`src/rtl/irq_pkg.sv`:
```
package irq_pkg;
   typedef logic [1:0] lvl_t;
   localparam lvl_t LVL_NONE = 2'd0;
   localparam lvl_t LVL_LOW  = 2'd1;
   localparam lvl_t LVL_HIGH = 2'd2;
   localparam lvl_t LVL_TOP  = 2'd3;
   localparam int   NUM_LVL  = 3;
endpackage

```
`src/rtl/irq_level_map.sv`:
```
module irq_level_map
   import irq_pkg::*;
#(
   parameter int NUM_SRC = 16,
   parameter int PF_IDX  = 0,
   parameter int SH_IDX  = 11
) (
   input  logic [NUM_SRC-1:0]      req,
   input  logic [NUM_SRC-1:0]      en,
   input  logic [NUM_SRC-1:0]      prio_hi,
   input  logic                    glob_en,
   input  logic                    bm_req,
   input  logic                    bm_en,
   output logic [NUM_SRC-1:0][1:0] lvl
);
   for (genvar i = 0; i < NUM_SRC; i++) begin : g_src
      if (i == PF_IDX) begin : g_pf
         assign lvl[i] = req[i] ? LVL_TOP : LVL_NONE;
      end else if (i == SH_IDX) begin : g_shared
         logic pend;
         assign pend   = glob_en & (bm_en ? bm_req : (req[i] & en[i]));
         assign lvl[i] = pend ? (prio_hi[i] ? LVL_HIGH : LVL_LOW) : LVL_NONE;
      end else begin : g_plain
         logic pend;
         assign pend   = glob_en & req[i] & en[i];
         assign lvl[i] = pend ? (prio_hi[i] ? LVL_HIGH : LVL_LOW) : LVL_NONE;
      end
   end

   logic unused_pf_bits;
   assign unused_pf_bits = ^{en[PF_IDX], prio_hi[PF_IDX]};

   always_comb begin
      for (int k = 0; k < NUM_SRC; k++) begin
         if (k != PF_IDX)
            assert_gate_R2: assert (glob_en || lvl[k] == LVL_NONE);
      end
   end
endmodule

```
`src/rtl/irq_pick.sv`:
```
module irq_pick
   import irq_pkg::*;
#(
   parameter int NUM_SRC = 16,
   localparam int IW     = $clog2(NUM_SRC)
) (
   input  logic [NUM_SRC-1:0][1:0] lvl,
   output logic                    found,
   output logic [IW-1:0]           idx,
   output lvl_t                    level
);
   logic [NUM_LVL:1]         hit;
   logic [NUM_LVL:1][IW-1:0] first;

   for (genvar g = 1; g <= NUM_LVL; g++) begin : g_lvl
      always_comb begin
         hit[g]   = 1'b0;
         first[g] = '0;
         for (int i = NUM_SRC - 1; i >= 0; i--) begin
            if (lvl[i] == lvl_t'(g)) begin
               hit[g]   = 1'b1;
               first[g] = IW'(i);
            end
         end
      end
   end

   always_comb begin
      found = 1'b0;
      idx   = '0;
      level = LVL_NONE;
      for (int g = 1; g <= NUM_LVL; g++) begin
         if (hit[g]) begin
            found = 1'b1;
            idx   = first[g];
            level = lvl_t'(g);
         end
      end
   end

   always_comb begin
      if (found) begin
         assert_win_R4: assert (lvl[idx] == level);
      end
   end
endmodule

```
`src/rtl/irq_active_track.sv`:
```
module irq_active_track
   import irq_pkg::*;
(
   input  logic clk,
   input  logic rst_n,
   input  logic take,
   input  logic ret,
   input  lvl_t take_level,
   output lvl_t cur_level
);
   logic [NUM_LVL:1] active;

   always_ff @(posedge clk or negedge rst_n) begin
      if (!rst_n) begin
         active <= '0;
      end else if (take && take_level != LVL_NONE) begin
         active[take_level] <= 1'b1;
      end else if (ret && cur_level != LVL_NONE) begin
         active[cur_level] <= 1'b0;
      end
   end

   always_comb begin
      cur_level = LVL_NONE;
      for (int g = 1; g <= NUM_LVL; g++)
         if (active[g]) cur_level = lvl_t'(g);
   end

   assert_take_R8: assert property (@(posedge clk) disable iff (!rst_n)
      take |=> cur_level == $past(take_level));
   assert_ret_R8: assert property (@(posedge clk) disable iff (!rst_n)
      (!take && ret && cur_level != LVL_NONE) |=> cur_level < $past(cur_level));
endmodule

```
`src/rtl/prio_irq_arbiter.sv`:
```
module prio_irq_arbiter
   import irq_pkg::*;
#(
   parameter int NUM_SRC   = 16,
   parameter int PF_IDX    = 0,
   parameter int SH_IDX    = 11,
   parameter int GRP_LO    = 8,
   parameter int GRP_HI    = 11,
   parameter int VW        = 8,
   parameter int VEC_BASE  = 'h03,
   parameter int VEC_STEP  = 8,
   parameter int GRP_VEC   = 'h43,
   localparam int IW       = $clog2(NUM_SRC)
) (
   input  logic               clk,
   input  logic               rst_n,
   input  logic [NUM_SRC-1:0] req,
   input  logic [NUM_SRC-1:0] en,
   input  logic [NUM_SRC-1:0] prio_hi,
   input  logic               glob_en,
   input  logic               bm_req,
   input  logic               bm_en,
   input  logic               irq_ack,
   input  logic               irq_ret,
   output logic               irq_valid,
   output logic [VW-1:0]      irq_vector,
   output logic [IW-1:0]      irq_index,
   output logic [1:0]         irq_level,
   output logic [1:0]         active_level
);
   if (NUM_SRC < 2) begin : g_bad_n
      $error("NUM_SRC must be at least 2");
   end
   if (PF_IDX >= NUM_SRC || SH_IDX >= NUM_SRC || PF_IDX == SH_IDX) begin : g_bad_idx
      $error("PF_IDX and SH_IDX must be distinct valid indices");
   end
   if (GRP_LO > GRP_HI || GRP_HI >= NUM_SRC) begin : g_bad_grp
      $error("vector group range invalid");
   end
   if (VEC_BASE + VEC_STEP * (NUM_SRC - 1) >= (1 << VW) || GRP_VEC >= (1 << VW)) begin : g_bad_vec
      $error("vectors do not fit in VW bits");
   end

   logic [NUM_SRC-1:0][1:0] lvl;
   logic                    found;
   logic [IW-1:0]           win_idx;
   lvl_t                    win_level;
   lvl_t                    cur_level;
   logic [VW-1:0]           win_vec;

   irq_level_map #(.NUM_SRC(NUM_SRC), .PF_IDX(PF_IDX), .SH_IDX(SH_IDX)) u_map (
      .req(req), .en(en), .prio_hi(prio_hi), .glob_en(glob_en),
      .bm_req(bm_req), .bm_en(bm_en), .lvl(lvl));

   irq_pick #(.NUM_SRC(NUM_SRC)) u_pick (
      .lvl(lvl), .found(found), .idx(win_idx), .level(win_level));

   irq_active_track u_track (
      .clk(clk), .rst_n(rst_n), .take(irq_ack & irq_valid), .ret(irq_ret),
      .take_level(irq_level), .cur_level(cur_level));

   always_comb begin
      if (int'(win_idx) >= GRP_LO && int'(win_idx) <= GRP_HI)
         win_vec = VW'(GRP_VEC);
      else
         win_vec = VW'(VEC_BASE + VEC_STEP * int'(win_idx));
   end

   assign irq_valid    = found && (win_level > cur_level);
   assign irq_index    = irq_valid ? win_idx : '0;
   assign irq_level    = irq_valid ? win_level : LVL_NONE;
   assign irq_vector   = irq_valid ? win_vec : '0;
   assign active_level = cur_level;

   assert_pf_R1: assert property (@(posedge clk) disable iff (!rst_n)
      (req[PF_IDX] && active_level != LVL_TOP) |-> (irq_valid && int'(irq_index) == PF_IDX));
   assert_mask_R2: assert property (@(posedge clk) disable iff (!rst_n)
      (irq_valid && !glob_en) |-> int'(irq_index) == PF_IDX);
   assert_above_R7: assert property (@(posedge clk) disable iff (!rst_n)
      irq_valid |-> irq_level > active_level);
   assert_idle_R7: assert property (@(posedge clk) disable iff (!rst_n)
      !irq_valid |-> (irq_vector == '0 && irq_index == '0 && irq_level == '0));
   assert_grpvec_R6: assert property (@(posedge clk) disable iff (!rst_n)
      (irq_valid && int'(irq_index) >= GRP_LO && int'(irq_index) <= GRP_HI)
         |-> irq_vector == VW'(GRP_VEC));
endmodule

```
`config.mk`:
```
export PLATFORM = sky130hd
export DESIGN_NAME = prio_irq_arbiter
export DESIGN_NICKNAME = d
export VERILOG_FILES = /design/src/rtl/irq_pkg.sv /design/src/rtl/irq_level_map.sv /design/src/rtl/irq_pick.sv /design/src/rtl/irq_active_track.sv /design/src/rtl/prio_irq_arbiter.sv
export SDC_FILE = /design/constraint.sdc
export NUM_CORES = 1
export LEC_CHECK = 0
export CORE_AREA = 2 2 61 78
export CTS_BUF_LIST = sky130_fd_sc_hd__clkbuf_2 sky130_fd_sc_hd__clkbuf_4 sky130_fd_sc_hd__clkbuf_8
export DETAILED_ROUTE_END_ITERATION = 8
export DIE_AREA = 0 0 63 80
export PLACE_DENSITY_LB_ADDON = 0.2
export SLEW_MARGIN = 20
export SYNTH_ARGS = -nofsm -noshare
export SYNTH_HDL_FRONTEND = slang
export SYNTH_HIERARCHICAL = 1
export SYNTH_SLANG_ARGS = --single-unit
```
`constraint.sdc`:
```
create_clock -name clk -period 3.35 [get_ports clk]
set_input_delay 0.5025 -clock clk [delete_from_list [all_inputs] [get_ports clk]]
set_output_delay 0.5025 -clock clk [all_outputs]
set_load 0.05 [all_outputs]
```
==> impl_results.md, run 1 <==
* Worst slew pin tran at 508.7 ps
* Final Max Tran Viols at 0
* RSZ-0062 raised after global routing: yes
* Post-Synthesis Cells at 255
* Setup Crit Path Kind: in2out
* Area of the die at 0.005040 mm2
* Crit path max-delay cell type: dlygate4sd2_1
* Post-synth EDFFs at 0
* Clk_lat worst skew at 220 ps
* Minimum clock period at 3829 ps
* Max reg flops at 3
* DRC Markers at 0
* Max incr delay on CP at 330 ps
* Detail Route Antenna Nets at 0
* Wirelength per Cell at 21.58 um
* # H-tree levels at 1
* DR pass1 iterations at 4
* Synth Register Bits at 3
* Fin crit share at 114.3%
* Top FF cell, synth: dfrtp_1
* Largest net degree at the start of global routing at 11
* PortBufs at 67
* Power per cell area at 428.2 mW/mm2
* Reg-to-Reg Start: u_track/active[3]$_DFFE_PN0P_
* ANT cells at 0
* Final Non-Filler Cells at 473
* DP HPWL at 4.751 mm
* Vias at 2861
* Cell taking the most area after synthesis: nor2_1
* Clock root cell: clkbuf_8
* Largest cells by area after synthesis: nor2_1, nor2b_1, inv_1, a211oi_2, nand2_1
* WL final at 10.21 mm
* Top-area cell type share of the netlist area at 7.595%
* Ys async rst share at 100.0%
* Max rail drop VDD at 291.5 uV
* Worst hold slack at 466.6 ps
* Met1 Usage GRT at 26.95%
* Core area at 0.004290 mm2
* CTS sink count at 3
* Total Nets Final at 473
* CP endpoint kind: output pin
* Lkg Pwr at 1.778 nW
* Setup crit start kind: primary input
* Antenna violations before repair at 0
* Final worst slack at -479.2 ps
* Dpl cells at 442
* Crit path arrival time at 3330 ps
* Most flop-heavy register: u_track/active
* Max Cap Violations at 0
* Via-to-Cell Ratio at 6.049
* Sequential element share of the synthesized area at 4.468%
* Fraction of layout instances using a drive strength above 1 at 57.35%
* Clk slew on worst S/H paths at 30 ps
* Filler cells at 147
* Final setup fails at 16
* Pre-CTS WS at -693.4 ps
* Clock skew at 1.633 ps
* Area grow syn2layout at 136.3%
* CP required at 2850 ps
* Yosys Warn Count at 6
* Biggest regs: u_track/active (3)
* Status: finished with violations
* GR Util met2 at 60.96%
* Die H at 80 um
* Violated checks: negative setup slack
* CTS Buffer Depth at 2
* TritonCTS clock tree: done
* Cts bufs inserted at 3
* CP Cell Sequence: dlygate4sd2_1 > nand3_4 > nor2_4 > nor2b_1 > nor4_1 > buf_4 > and4_4 > nand2b_4 > nand2_2 > inv_2 > ha_4 > a21bo_4 > buf_6 > a211oi_4 > buf_12
* Core Util, Final at 92.53%
* I/O pins at 72
* Row count at 27
* Slew HR at 65.73%
* Hold buffers post-CTS at 0
* First-pass GRT wire length at 11.74 mm
* Congestion Overflow GR at 0
* Synth Area per Inst at 6.590 um2
* Initial Utilization at 39.17%
* GR peak layer: met2
* Vias in the first global route at 2661
* Width of the chip at 63 um
* Unique masters post-synth at 57
* Met3 usage at 3.244%
* CP max FO at 6
* Overall Global Routing Usage at 28.84%
* DRT iter0 DRCs at 144
* Final hold vios at 0
* Fmax at 261.2 MHz
* FF-to-FF setup slack at 1050 ps
* R2R cell count at 11
* Crit Reg-Reg Endpoint: u_track/active[3]$_DFFE_PN0P_
* Hold Crit Class: in2async
* Mapped Area at 0.001680 mm2
* Routability Congestion at 0.8444
[kinds of logic (layout without fill, tap and decap cells)]
| group | after synthesis | after routing | synth area share, % |
|---|---|---|---|
| other | 1 | 2 | 0.2232 |
| buffers and inverters | 43 | 201 | 12.36 |
| flip-flops | 3 | 3 | 4.467 |
| AND/OR/NAND/NOR | 142 | 142 | 46.84 |
| adder cells (fa/ha/maj) | 3 | 3 | 2.159 |
| AO/OA/AOI/OAI | 63 | 64 | 33.95 |
[worst max path at each step]
stage | slack [ps] | from | to
after global routing | -530 | en[6] | irq_level[0]
after detailed placement | -690 | glob_en | irq_level[0]
final | -480 | req[6] | irq_level[0]
after CTS | -160 | bm_en | irq_level[0]
after global placement | -620 | glob_en | irq_index[1]
after floorplan | -170 | bm_en | irq_vector[0]
[Yosys cell counts (4+ instances only)]
cell      number
nor3_1         4
nand2b_1      16
nor2b_1       20
o21ai_0        5
a211oi_1       4
inv_1         32
buf_4          6
nand3_1       20
a21oi_1        5
a32o_1         4
a211oi_2       9
nand2_1       28
nor2_1        34
[cells in the final DEF (no fill, tap or decap), types with 5 or more instances in the layout]
cell and n:
nor2_2 10, nor2b_2 6, inv_1 22, nand3_1 5
dlygate4sd2_1 41, buf_6 10, nand2_1 24, nor2_4 16
buf_12 18, nor2b_1 9, clkdlybuf4s50_1 5, nand3_2 11
nand3_4 5, inv_2 11, a211oi_4 8, nor2_1 8
buf_4 83, nor2b_4 5, nand2b_4 14
[critical path, delay by kind of cell]
kind	cells	cell delay (ps)
AND/OR/NAND/NOR	7	1130
adder cells (fa/ha/maj)	1	220
buffers and inverters	5	930
AO/OA/AOI/OAI	2	550
[stage by stage]
step                total power [mW]  area, um2  TNS [ps]
global route                   1.752       3970     -6595
floorplan                     0.8617       1856     -1433
global placement               1.325       3203     -9232
CTS                            1.604       3809     -1542
detailed placement             1.359       3203    -10580
finish                         1.700       3970     -5932
[metal layers]
layer	up-vias	wire, um
met5	-	0
met4	0	817
met3	81	648
met2	197	5323
met1	1351	3416
li1	1232	-
[report_power, final]
group          switching, mW  internal, mW  total (mW)  leakage (nW)
sequential           0.00670        0.0453      0.0520        0.0403
clock                 0.0269        0.0895       0.116        0.0262
combinational          0.827         0.705        1.53          1.71
[area by class of cell]
cell class	instances	area, um2	area share [%]
timing repair buffer	164	1583	39.87
inverter	33	123.9	3.120
multi-input combinational	211	2067	52.06
clock buffer	4	48.80	1.229
sequential	3	75.07	1.891
tap	58	72.57	1.828
[timing repair]
item / 4_1_cts / 5_1_grt
pin swaps: 55 / 24
gates resized for setup: 164 / 33
gates cloned: 2 / 0
setup endpoints to repair: 16 / 16
setup buffers: 21 / 6
Power figures use the tool's default switching activity.
==> inputs of run 2 (changes only) <==
ABC_AREA = 0   (was unset)
GPL_TIMING_DRIVEN = 0   (was unset)
==> impl_results.md, run 2 (same netlist as run 1, synthesis figures left out) <==
* Violated checks: negative setup slack
* Via-to-Cell Ratio at 5.781
* Met1 Usage GRT at 25.74%
* Max Cap Violations at 0
* Most frequent cells in the layout: buf_4, dlygate4sd2_1, nand2_1
* Met3 usage at 2.257%
* TritonCTS clock tree: done
* ANT cells at 0
* Setup Crit Path Kind: in2out
* Core area at 0.004290 mm2
* DRT iter0 DRCs at 145
* Final setup fails at 13
* DP Area at 0.002589 mm2
* GR Util met2 at 53.09%
* DRC Markers at 0
* Final Cell Area at 0.003684 mm2
* Routability Congestion at 0.8724
* Commonest non-fill, non-tap cell in the layout: buf_4
* First-pass GRT wire length at 10.65 mm
* Crit path arrival time at 3170 ps
* RSZ-0062 raised after global routing: yes
* Max reg flops at 3
* # H-tree levels at 1
* Biggest regs: u_track/active (3)
* Congestion Overflow GR at 0
* DR pass1 iterations at 7
* Die H at 80 um
* Minimum clock period at 3673 ps
* Status: finished with violations
* GR peak layer: met2
* Initial Utilization at 39.17%
* Antenna violations before repair at 0
* Cts bufs inserted at 3
* Most flop-heavy register: u_track/active
* Clk slew on worst S/H paths at 30 ps
* Fraction of layout instances using a drive strength above 1 at 55.53%
* Clk_lat worst skew at 220 ps
* Setup crit start kind: primary input
* Area grow syn2layout at 119.2%
* Final Max Tran Viols at 0
* CTS sink count at 3
* CP max FO at 5
* Hold buffers post-CTS at 0
* Row count at 27
* Largest net degree at the start of global routing at 11
* Final hold vios at 0
* Detail Route Antenna Nets at 0
* Fmax at 272.2 MHz
* Area of the die at 0.005040 mm2
* PortBufs at 66
* Width of the chip at 63 um
* CP required at 2850 ps
* CTS Buffer Depth at 2
* WL final at 7.485 mm
* Clock skew at 2.127 ps
* Fin crit share at 109.7%
* Filler cells at 233
* Wirelength per Cell at 17.09 um
* Hold Crit Class: in2async
* Final worst slack at -323.3 ps
* Lkg Pwr at 1.592 nW
* Overall Global Routing Usage at 25.77%
* DP HPWL at 3.985 mm
* R2R cell count at 12
* Power per cell area at 417.6 mW/mm2
* Pre-CTS WS at -1712 ps
* Clock root cell: clkbuf_8
* Vias at 2532
* CP endpoint kind: output pin
* Total Nets Final at 438
* Max rail drop VDD at 256.5 uV
* Vias in the first global route at 2391
* I/O pins at 72
## run 2: cell count changes in the layout (fill, tap and decap cells not counted), moves of 2 or more
cell	delta
nor2_2	-6
nor2b_4	+4
buf_6	+6
buf_8	+2
buf_12	-13
nand2_1	+2
nor4_4	+2
nor2_4	+8
nor2_1	-2
dlymetal6s2s_1	+3
nor2b_1	-5
buf_4	-29
clkdlybuf4s15_1	-4
## run 2: per-layer routing
metal	share of wire [%]	wire length, um
met5	0	0
met4	4.2	317
met2	55	4109
met3	6.9	514
met1	34	2544
## run 2: stage by stage
stage               instances  hold WS, ps  setup TNS [ps]  utilization (%)  total power, mW
floorplan                 256        206.9           -1433                -           0.8617
global placement          380        501.9          -22460            60.34            1.106
detailed placement        380        491.0          -23230            60.34            1.121
CTS                       429        465.8           -2831            81.22            1.468
global route              438        485.5           -4714            85.86            1.608
finish                    438        472.2           -3391            85.86            1.538
## run 2: worst max-delay path, cell delays in order
cell and delay, ps:
buf_6 90, nand3b_1 250, a21oi_4 210, nand2b_4 150, nand4_1 180, nor4_4 410, nand2b_1 90, nand2_1 80
inv_2 50, ha_4 210, a21bo_4 240, buf_12 130, buf_12 130, a211oi_4 220, buf_6 200
## run 2: final cells by class
| type | count | area (um2) | share of cell area [%] |
|---|---|---|---|
| inverters | 33 | 126.4 | 3.431 |
| flip-flops and latches | 3 | 75.07 | 2.038 |
| repair buffers | 120 | 1105 | 29.99 |
| well taps | 58 | 72.57 | 1.970 |
| clock buffers | 4 | 48.80 | 1.325 |
| plain buffers | 10 | 120.1 | 3.261 |
| multi-input cells | 210 | 2136 | 57.98 |
## run 2: where the power goes
part | switching (mW) | internal (mW) | total [mW] | leakage (nW)
Combinational | 0.762 | 0.611 | 1.37 | 1.53
Clock | 0.0247 | 0.0893 | 0.114 | 0.0262
Sequential | 0.00630 | 0.0453 | 0.0516 | 0.0403
Total | 0.793 | 0.746 | 1.54 | 1.59
## run 2: repair_timing
action,in CTS,in global routing
resized for setup,269,28
setup endpoints to repair,16,16
buffers inserted,44,9
cloned,1,1
endpoints found under the hold margin,0,0
pin swaps,62,29
## run 2: worst paths after layout
kind	to	slack, ps	start
min	u_track/active[2]$_DFFE_PN0P_	470	rst_n
max	irq_level[1]	-320	bm_en
min in group clk	u_track/active[2]$_DFFE_PN0P_	490	u_track/active[2]$_DFFE_PN0P_
max in group asynchronous	u_track/active[1]$_DFFE_PN0P_	2730	rst_n
min reg2reg	u_track/active[2]$_DFFE_PN0P_	490	u_track/active[2]$_DFFE_PN0P_
max reg2reg	u_track/active[3]$_DFFE_PN0P_	1160	u_track/active[3]$_DFFE_PN0P_
